--- src/rtl/usb_txn_gate_pkg.sv ---
// Package: shared helper for the transaction launch gate.
// Assumes frame times and lengths are unsigned bit-time counts.
package usb_txn_gate_pkg;

    // Width needed to hold values 0..max_val.
    function automatic int width_for(input int max_val);
        return (max_val < 2) ? 1 : $clog2(max_val + 1);
    endfunction

endpackage

--- src/rtl/txn_idle_timer.sv ---
// Idle timer: counts quiet bit times since the last bus activity and
// saturates at IPG_BITS. Any activity restarts the count from zero.
// Assumes IPG_BITS >= 1 and one clock per bit time.
module txn_idle_timer #(
    parameter int IPG_BITS = 2,
    localparam int IDLE_W = usb_txn_gate_pkg::width_for(IPG_BITS)
) (
    input  logic clk,
    input  logic rst_n,
    input  logic bus_active,
    output logic idle_ok
);
    logic [IDLE_W-1:0] idle_cnt;

    // Restart on activity, otherwise count up to the saturation point.
    always_ff @(posedge clk) begin
        if (!rst_n || bus_active) begin
            idle_cnt <= '0;
        end else if (idle_cnt != IDLE_W'(IPG_BITS)) begin
            idle_cnt <= idle_cnt + 1'b1;
        end
    end

    // Gap satisfied and the bus is quiet now.
    always_comb begin
        idle_ok = (idle_cnt == IDLE_W'(IPG_BITS)) && !bus_active;
    end
endmodule

--- src/rtl/txn_fit_check.sv ---
// Fit check: decides whether a transaction that starts at the current
// frame time ends at or before the end-of-frame guard point.
// Assumes frame_time and txn_len are unsigned; the sum is widened.
module txn_fit_check #(
    parameter int CNT_W       = 14,
    parameter int LEN_W       = 14,
    parameter int GUARD_POINT = 12000,
    localparam int SUM_W = ((CNT_W > LEN_W) ? CNT_W : LEN_W) + 1
) (
    input  logic [CNT_W-1:0] frame_time,
    input  logic [LEN_W-1:0] txn_len,
    output logic             fits
);
    logic [SUM_W-1:0] end_time;

    // Compute the end bit time and compare it against the guard point.
    always_comb begin
        end_time = SUM_W'(frame_time) + SUM_W'(txn_len);
        fits     = (end_time <= SUM_W'(GUARD_POINT));
    end
endmodule

--- src/rtl/txn_babble_mon.sv ---
// Babble monitor: flags bus activity on the final bit time of a frame.
// It pulses an interrupt once and latches a halt until software clears
// it. A babble event on the same edge as a clear keeps the halt set.
// Assumes frame_last is high for exactly one cycle per frame.
module txn_babble_mon (
    input  logic clk,
    input  logic rst_n,
    input  logic frame_last,
    input  logic bus_active,
    input  logic sw_clear,
    output logic babble_irq,
    output logic halted
);
    logic babble_hit;

    // Detect a new babble event (an already halted schedule stays quiet).
    always_comb begin
        babble_hit = frame_last && bus_active && !halted;
    end

    // One-cycle interrupt and sticky halt with set priority over clear.
    always_ff @(posedge clk) begin
        if (!rst_n) begin
            babble_irq <= 1'b0;
            halted     <= 1'b0;
        end else begin
            babble_irq <= babble_hit;
            if (babble_hit) begin
                halted <= 1'b1;
            end else if (sw_clear) begin
                halted <= 1'b0;
            end
        end
    end
endmodule

--- src/rtl/usb_txn_gate.sv ---
// Top: USB host transaction launch gate. It grants a start request only
// after the minimum inter-packet gap, only when the transaction fits
// before the guard point, and never while halted after babble.
// Assumes one clock per bit time and an external frame counter.
module usb_txn_gate #(
    parameter int FRAME_BITS = 12000,
    parameter int IPG_BITS   = 2,
    parameter int EOF_MARGIN = 0,
    localparam int CNT_W       = usb_txn_gate_pkg::width_for(FRAME_BITS - 1),
    localparam int LEN_W       = usb_txn_gate_pkg::width_for(FRAME_BITS),
    localparam int GUARD_POINT = FRAME_BITS - EOF_MARGIN,
    localparam int FRAME_LAST  = FRAME_BITS - 1
) (
    input  logic             clk,
    input  logic             rst_n,
    input  logic             bus_active,
    input  logic [CNT_W-1:0] frame_time,
    input  logic [LEN_W-1:0] txn_len,
    input  logic             start_req,
    input  logic             sw_clear,
    output logic             start_grant,
    output logic             babble_irq,
    output logic             halted
);
    logic idle_ok;
    logic fits;
    logic frame_last;

    txn_idle_timer #(.IPG_BITS(IPG_BITS)) idle_i (
        .clk        (clk),
        .rst_n      (rst_n),
        .bus_active (bus_active),
        .idle_ok    (idle_ok)
    );

    txn_fit_check #(
        .CNT_W       (CNT_W),
        .LEN_W       (LEN_W),
        .GUARD_POINT (GUARD_POINT)
    ) fit_i (
        .frame_time (frame_time),
        .txn_len    (txn_len),
        .fits       (fits)
    );

    txn_babble_mon babble_i (
        .clk        (clk),
        .rst_n      (rst_n),
        .frame_last (frame_last),
        .bus_active (bus_active),
        .sw_clear   (sw_clear),
        .babble_irq (babble_irq),
        .halted     (halted)
    );

    // Combine the final-bit-time decode and the launch decision.
    always_comb begin
        frame_last  = (frame_time == CNT_W'(FRAME_LAST));
        start_grant = start_req && idle_ok && fits && !halted;
    end
endmodule

--- config.mk ---
export PLATFORM = sky130hd
export DESIGN_NAME = usb_txn_gate
export DESIGN_NICKNAME = d
export VERILOG_FILES = /design/src/rtl/usb_txn_gate_pkg.sv /design/src/rtl/txn_idle_timer.sv /design/src/rtl/txn_fit_check.sv /design/src/rtl/txn_babble_mon.sv /design/src/rtl/usb_txn_gate.sv
export SDC_FILE = /design/constraint.sdc
export NUM_CORES = 1
export LEC_CHECK = 0
export BUFFER_PORTS_ARGS = -buffer_cell sky130_fd_sc_hd__buf_2
export CORE_MARGIN = 1.5
export CORE_UTILIZATION = 40
export CTS_BUF_LIST = sky130_fd_sc_hd__clkbuf_8
export CTS_CLUSTER_SIZE = 16
export DETAILED_ROUTE_END_ITERATION = 16
export PLACE_DENSITY = 0.67
export SLEW_MARGIN = 20
export SYNTH_ARGS = -nofsm -noshare
export SYNTH_HDL_FRONTEND = slang
export SYNTH_SLANG_ARGS = --single-unit
--- constraint.sdc ---
create_clock -name clk -period 4.46 [get_ports clk]
set_input_delay 0.892 -clock clk [delete_from_list [all_inputs] [get_ports clk]]
set_output_delay 0.892 -clock clk [all_outputs]
set_load 0.01 [all_outputs]
* Word-level counts from Yosys, hierarchy flattened
Cells that the tools add are included.
Storage, ports and cells: output and inout bits 3, input bits 33, bits in registers 4
Cells by class: muxes and demuxes 2, add/subtract/negate cells 2, reduce and logical (&&, ||, !) cells 11, equality and inequality tests 3, $lt $le $gt $ge 1
Operator list (count):
- adder 14 x 14 -> 15 bit | 1
- less-or-equal comparator 15 x 14 -> 1 bit (second input constant) | 1
- equality test 14 bit (second input constant) | 1
- logical AND 1 bit | 6
- zero test 1 bit | 3
- adder 2 x 1 -> 2 bit (second input constant) | 1
- equality test 2 bit (second input constant) | 1
- two-way mux 1 bit | 2
- inequality test 2 bit (second input constant) | 1
- nonzero test 2 bit | 1
- logical OR 1 bit | 1

* Longest topological paths before layout
Gate-level depths: netlist of run 1.
depth after elaboration 5, depth in mapped cells 9

* By module
Synthesis of run 1 repeated with hierarchy kept, for this count alone.
Second synthesis, totals: cells, all modules 113, area, all modules 949.7 um^2
By module, submodules not included:
- txn_fit_check | area each 734.5 um^2, sequential area each 0.0 um^2, cells an instance 91, instances 1
- txn_idle_timer | area each 100.1 um^2, sequential area each 40.0 um^2, cells an instance 11, instances 1
- txn_babble_mon | area each 62.6 um^2, sequential area each 40.0 um^2, cells an instance 5, instances 1
- usb_txn_gate | area each 52.6 um^2, sequential area each 0.0 um^2, cells an instance 6, instances 1

* Worst setup path before layout of run 1
Ideal clock, no wire load.
path type input -> output, start point input frame_time[0], end point output start_grant, cell stages on the path 9, path slack 0.891 ns, buffers on the path 0, data required time 3.568 ns, arrival time 2.677 ns, path through ha_1 > fa_1 > a21oi_1 > a2bb2oi_2 > a21oi_2 > a21o_1 > mux2i_1 > a41o_1 > a21oi_2
On the way: word-level cells in the longest chain between the ends 4
Ends and longest elaborated chain:
- start, declared | line usb_txn_gate.sv:17 | input logic [CNT_W-1:0] frame_time,
- adder 14 x 14 -> 15 bit | line txn_fit_check.sv:18 | end_time = SUM_W'(frame_time) + SUM_W'(txn_len);
- less-or-equal comparator 15 x 14 -> 1 bit | line txn_fit_check.sv:19 | fits = (end_time <= SUM_W'(GUARD_POINT));
- logical AND 1 bit (2 in a row) | line usb_txn_gate.sv:59 | start_grant = start_req && idle_ok && fits && !halted;
- end, declared | line usb_txn_gate.sv:21 | output logic start_grant,
No other way between the ends.

* Worst setup path after layout of run 1
Same ends and word-level chain as after synthesis.

==> results of run 1 <==
## through the flow
| stage | instance area (µm²) | util (%) |
|---|---|---|
| floorplan | 927 | - |
| global route | 1150 | 52.4 |
| detailed placement | 1110 | 50.5 |
| finish | 1150 | 52.4 |
| global placement | 1110 | 50.5 |
| CTS | 1150 | 52.4 |
## critical path, cell delays in order
cell     delay, ns
buf_2         0.11
ha_1          0.23
fa_1          0.42
xor2_1        0.17
nor3_1        0.20
o21ai_0       0.13
o32ai_1       0.36
o31ai_2       0.12
a41o_1        0.22
a21oi_2       0.12
buf_2         0.13
## per-layer routing
| layer | track usage [%] | share of wire (%) | vias to the layer above |
|---|---|---|---|
| met2 | 32.7 | 52 | 35 |
| li1 | - | - | 511 |
| met3 | 2.63 | 5.2 | 2 |
| met4 | 4.05 | 0.62 | 0 |
| met5 | 0 | 0 | - |
| met1 | 19.5 | 43 | 456 |
## power breakdown
group / internal, W / leakage, nW / switching [W]
Sequential: 0.0000370 / 0.0325 / 0.000000540
Clock: 0.0000574 / 0.0216 / 0.0000176
Combinational: 0.0000592 / 0.481 / 0.0000685
## cell type report
type	count	area [µm²]
Sequential cell	4	80.1
Fill cell	226	1040
Tap cell	28	35.0
Multi-Input combinational cell	102	798
Clock buffer	3	41.3
Timing Repair Buffer	35	175
Inverter	5	18.8
## synthesized netlist by cell type (2+ instances only)
cell type,instances
a211oi_1,4
a211oi_2,3
a21boi_0,2
a21o_1,3
a21oi_1,5
a21oi_2,2
buf_6,2
dfxtp_1,4
ha_1,15
inv_1,5
nand2_1,6
nand3_1,2
nand4b_1,3
nor2_1,14
nor3_1,3
nor4_1,3
o21a_1,2
o21ai_0,4
o21ai_1,3
xnor2_1,2
xor2_1,5
## worst min-delay path by stage
stage | to | slack [ns] | cells past startpoint | from
floorplan | idle_i.idle_cnt[1]$_SDFFE_PP0P_ | 0.46 | 2 | idle_i.idle_cnt[1]$_SDFFE_PP0P_
global placement | idle_i.idle_cnt[1]$_SDFFE_PP0P_ | 0.47 | 2 | idle_i.idle_cnt[1]$_SDFFE_PP0P_
detailed placement | idle_i.idle_cnt[1]$_SDFFE_PP0P_ | 0.48 | 2 | idle_i.idle_cnt[1]$_SDFFE_PP0P_
CTS | idle_i.idle_cnt[1]$_SDFFE_PP0P_ | 0.49 | 2 | idle_i.idle_cnt[1]$_SDFFE_PP0P_
global route | idle_i.idle_cnt[1]$_SDFFE_PP0P_ | 0.52 | 2 | idle_i.idle_cnt[1]$_SDFFE_PP0P_
finish | idle_i.idle_cnt[1]$_SDFFE_PP0P_ | 0.49 | 2 | idle_i.idle_cnt[1]$_SDFFE_PP0P_
## flip-flops by register name, indices dropped and copies added, names as in the netlist
name	flops
babble_i.babble_irq	1
babble_i.halted	1
idle_i.idle_cnt	2
## kinds of logic after synthesis
logic type | after synthesis
compound gates | 41
xor+xnor | 8
fa+ha+maj | 16
buf+inv | 8
flops | 4
mux | 1
simple gates | 36
==> results.sh, run 1 <==
export IMPL_outcome="complete, no violations"
export IMPL_htree_levels=1
export IMPL_min_period_ns=4.01
export IMPL_synth_nets=163
export IMPL_die_h_um=51.1
export IMPL_fin_crit_sh_pct=89.9
export IMPL_worstPathArrival_ns=3.12
export IMPL_grt_pass1_wl_um=3510
export IMPL_hold_path_class="flip-flop to flip-flop"
export IMPL_clockBufferDepth=2
export IMPL_synth_xor_area_share_pct=8.37
export IMPL_powerDensity_nw_per_um2=209
export IMPL_synth_top_family_by_area="compound AO/OA/AOI/OAI gates"
export IMPL_fmax_ghz=0.250
export IMPL_die_x_um=51.1
export IMPL_vdd_ir_drop_max_mv=0.149
export IMPL_io_pins=36
export IMPL_max_slew_worst_pin_slew_ns=0.419
export IMPL_grt_max_degree=9
export IMPL_worstRegToRegCells=4
export IMPL_dieArea_um2=2620
export IMPL_start_util_pct=42.3
export IMPL_grtUsageTotal_pct=17.1
export IMPL_rrSetupSlack_ns=3.27
export IMPL_wl_um=2260
export IMPL_drt_initial_drc_count=16
export IMPL_antenna_found_initial=0
export IMPL_cts_buffers=3
export IMPL_crit_end="start_grant"
export IMPL_cts_root_buf="clkbuf_8"
export IMPL_cp_startpoint="frame_time[0]"
export IMPL_syn_inst=114
export IMPL_layout_drive_gt1_share_pct=32.9
export IMPL_syn_to_final_growth_pct=23.9
export IMPL_syn_area_um2=927
export IMPL_vias=1004
export IMPL_finalSetupViolCount=0
export IMPL_rsz0062_at_grt="false"
export IMPL_postCtsHoldBufs=0
export IMPL_dpl_worst_slack_ns=0.466
export IMPL_synth_simple_area_share_pct=19.6
export IMPL_synth_top_area_share_pct=20.2
export IMPL_cap_violations=0
export IMPL_hold_viol_final=0
export IMPL_gp_congestion=0.817
export IMPL_insertedDiodeCount=0
export IMPL_synth_area_leaders="ha_1 (20%), dfxtp_1 (8.6%), nor2_1 (5.7%)"
export IMPL_reg2reg_from="babble_i.halted$_SDFFE_PN0P_"
export IMPL_skew_ns=0.0000619
export IMPL_final_cell_mix="buf_2 (35), ha_1 (15), nor2_1 (14), nand2_1 (6)"
export IMPL_layout_setup_ws_ns=0.453
export IMPL_grt_pass1_vias=896
export IMPL_start_kind="primary input"
export IMPL_syn_area_per_cell_um2=8.13
export IMPL_drv_slew=0
export IMPL_setup_tns_ns=0
export IMPL_ys_warn_count=0
export IMPL_portBuffers=35
export IMPL_async_flop_share_pct=0
export IMPL_hold_slack_ns=0.489
export IMPL_synth_edff_count=0
export IMPL_clk_latency_ns=0.21
export IMPL_slew_headroom_pct=71.7
export IMPL_stdcell_count=177
export IMPL_synthMuxAreaShare_pct=1.08
export IMPL_drt_wirelength_per_cell_um=12.8
export IMPL_power_w=0.000240
export IMPL_rows=17
export IMPL_synth_top_area_cell="ha_1"
export IMPL_yosysSeqAreaShare_pct=8.64
export IMPL_coreArea_um2=2190
export IMPL_required_ns=3.57
export IMPL_ys_flop_type="dfxtp_1"
export IMPL_final_antenna_net_count=0
export IMPL_synthAdderAreaFrac_pct=22.4
export IMPL_ys_seq_elements=4
export IMPL_cts_sinks=4
export IMPL_drt_pass1_iter_count=4
export IMPL_vias_per_cell=5.67
export IMPL_crit_type="primary input to output port"
export IMPL_dp_hpwl_um=1950
export IMPL_post_cts_buffers=0
export IMPL_cts_resized=0
export IMPL_critPathMaxFanout=3
export IMPL_nets=200
export IMPL_drc=0
export IMPL_placedCellCount=174
export IMPL_synth_compound_area_share_pct=34.7
export IMPL_layout_commonest_cell="buf_2"
export IMPL_gr_total_overflow=0
export IMPL_leakage_nw=0.535
export IMPL_synth_distinct_cells=43
export IMPL_cts_tree="built"
export IMPL_end_kind="output port"
export IMPL_path_clk_slew_ns=0.03
export IMPL_rr_endpoint="babble_i.halted$_SDFFE_PN0P_"
Power figures use the tool's default switching activity.
==> run 2: changes to the inputs <==
- PLACE_DENSITY: 0.67 -> 0.66
- SYNTH_HIERARCHICAL: unset -> 1
==> results.sh, run 2 <==
export IMPL_syn_inst=113
export IMPL_powerDensity_nw_per_um2=206
export IMPL_cts_buffers=3
export IMPL_drt_wirelength_per_cell_um=13.8
export IMPL_setup_tns_ns=0
export IMPL_vdd_ir_drop_max_mv=0.138
export IMPL_coreArea_um2=2230
export IMPL_synth_commonest_cells="ha_1 (15), nand2_1 (9), xor2_1 (9)"
export IMPL_min_period_ns=4.06
export IMPL_fmax_ghz=0.246
export IMPL_layout_drive_gt1_share_pct=32.2
export IMPL_max_slew_worst_pin_slew_ns=0.365
export IMPL_synth_top_area_share_pct=19.8
export IMPL_synth_area_leaders="ha_1 (20%), dfxtp_1 (8.4%), xor2_1 (8.3%)"
export IMPL_synth_edff_count=0
export IMPL_start_util_pct=42.5
export IMPL_vias=1051
export IMPL_end_kind="output port"
export IMPL_path_clk_slew_ns=0.03
export IMPL_nets=200
export IMPL_leakage_nw=0.550
export IMPL_cap_violations=0
export IMPL_start_kind="primary input"
export IMPL_synth_most_common_cell="ha_1"
export IMPL_wl_um=2440
export IMPL_power_switching_w=0.0000905
export IMPL_synth_top_area_cell="ha_1"
export IMPL_layout_commonest_cell="buf_2"
export IMPL_cts_root_buf="clkbuf_8"
export IMPL_regMostFlops="idle_i/idle_cnt"
export IMPL_die_x_um=51.7
export IMPL_grt_max_degree=9
export IMPL_gp_congestion=0.842
export IMPL_grtUsageTotal_pct=19.2
export IMPL_reg2reg_from="idle_i/idle_cnt[0]$_SDFFE_PP0P_"
export IMPL_intPower_w=0.000153
export IMPL_synth_distinct_cells=49
export IMPL_rrSetupSlack_ns=3.36
export IMPL_required_ns=3.57
export IMPL_grt_pass1_vias=912
export IMPL_dpl_worst_slack_ns=0.431
export IMPL_clk_latency_ns=0.21
export IMPL_sequentialPowerShare_pct=15.5
export IMPL_insertedDiodeCount=0
export IMPL_gr_total_overflow=0
export IMPL_reg_largest_list="idle_i/idle_cnt x2, babble_i/babble_irq x1, babble_i/halted x1"
export IMPL_final_cell_mix="buf_2 (35), ha_1 (15), nand2_1 (9), xor2_1 (9), nand3_1 (6)"
export IMPL_drt_initial_drc_count=19
export IMPL_largest_reg_flops=2
export IMPL_hp_start="idle_i/idle_cnt[1]$_SDFFE_PP0P_"
export IMPL_htree_levels=1
export IMPL_ys_seq_elements=4
export IMPL_io_pins=36
export IMPL_async_flop_share_pct=0
export IMPL_drt_pass1_iter_count=4
export IMPL_cp_startpoint="frame_time[0]"
export IMPL_syn_area_um2=950
export IMPL_clockBufferDepth=2
export IMPL_fin_crit_sh_pct=91.1
export IMPL_slew_headroom_pct=75.1
export IMPL_rsz0062_at_grt="false"
export IMPL_ys_warn_count=6
export IMPL_critPathMaxFanout=3
export IMPL_antenna_found_initial=0
export IMPL_hold_viol_final=0
export IMPL_skew_ns=0.000410
export IMPL_syn_to_final_growth_pct=24.8
export IMPL_cts_tree="built"
export IMPL_grt_pass1_wl_um=3910
export IMPL_cts_resized=0
export IMPL_rows=17
export IMPL_postCtsHoldBufs=0
export IMPL_layout_setup_ws_ns=0.396
export IMPL_dp_hpwl_um=2030
export IMPL_cts_sinks=4
export IMPL_dieArea_um2=2680
export IMPL_syn_area_per_cell_um2=8.40
export IMPL_finalSetupViolCount=0
export IMPL_drv_slew=0
export IMPL_synth_nets=162
export IMPL_hold_path_class="flip-flop to flip-flop"
export IMPL_vias_per_cell=5.94
export IMPL_die_h_um=51.7
export IMPL_yosysSeqAreaShare_pct=8.43
export IMPL_drc=0
export IMPL_crit_type="primary input to output port"
export IMPL_outcome="complete, no violations"
export IMPL_pwr_share_comb_pct=52.7
export IMPL_portBuffers=35
export IMPL_post_cts_buffers=0
export IMPL_ys_flop_type="dfxtp_1"
export IMPL_swShare_pct=37.2
export IMPL_final_antenna_net_count=0
export IMPL_worstPathArrival_ns=3.17
export IMPL_clock_power_share_pct=31.8
[run 2: routing by layer]
metal	up-vias	global-route usage (%)	routed length, µm
met5	-	0	0
met4	0	6.14	0
met3	0	2.59	112
met2	29	32.3	1220
met1	501	25.2	1110
li1	521	-	-
[run 2: critical path, cell delays in order]
cell and delay, ns:
buf_2 0.11, ha_1 0.23, fa_1 0.47, a211oi_4 0.31, o211a_4 0.23, o22ai_1 0.08
a211o_1 0.25, a211oi_2 0.20, o21ai_1 0.09, and4b_1 0.17, buf_2 0.13
[run 2: cells by family after synthesis]
logic type / Yosys count / share of synthesized area [%]
AO/OA/AOI/OAI: 39 / 34.3
XOR/XNOR: 9 / 8.30
adder cells (fa/ha/maj): 16 / 21.9
buffers and inverters: 7 / 3.69
flip-flops: 4 / 8.43
AND/OR/NAND/NOR: 38 / 23.5
[run 2: layout make-up]
| cell class | instances | area, µm² |
|---|---|---|
| multi-input cells | 102 | 835 |
| flip-flops and latches | 4 | 80.1 |
| clock buffers | 3 | 41.3 |
| inverters | 5 | 18.8 |
| repair buffers | 35 | 175 |
| fillers | 238 | 1050 |
| well taps | 28 | 35.0 |
[run 2: final timing paths]
kind,end,depth (start not counted)
worst max-delay path,start_grant,11
worst min-delay path,idle_i/idle_cnt[1]$_SDFFE_PP0P_,2
worst max register to register,idle_i/idle_cnt[1]$_SDFFE_PP0P_,4
worst min register to register,idle_i/idle_cnt[1]$_SDFFE_PP0P_,2
[run 2: through the flow]
step	instance area, µm²	power (W)	hold WS, ns	instances	utilization, %
CTS	1180	0.000244	0.492	177	53.1
detailed placement	1140	0.000165	0.486	174	51.2
global placement	1140	0.000162	0.455	174	51.2
finish	1180	0.000244	0.500	177	53.1
floorplan	950	0.000132	0.444	113	-
global route	1180	0.000263	0.507	177	53.1
[run 2: power by group through the flow]
| stage | clock network, W | logic (W) | registers [W] |
|---|---|---|---|
| finish | 0.0000775 | 0.000128 | 0.0000377 |
| CTS | 0.0000792 | 0.000128 | 0.0000377 |
| global route | 0.0000825 | 0.000143 | 0.0000378 |
| detailed placement | 0 | 0.000127 | 0.0000382 |
| global placement | 0 | 0.000124 | 0.0000380 |
| floorplan | 0 | 0.0000935 | 0.0000380 |
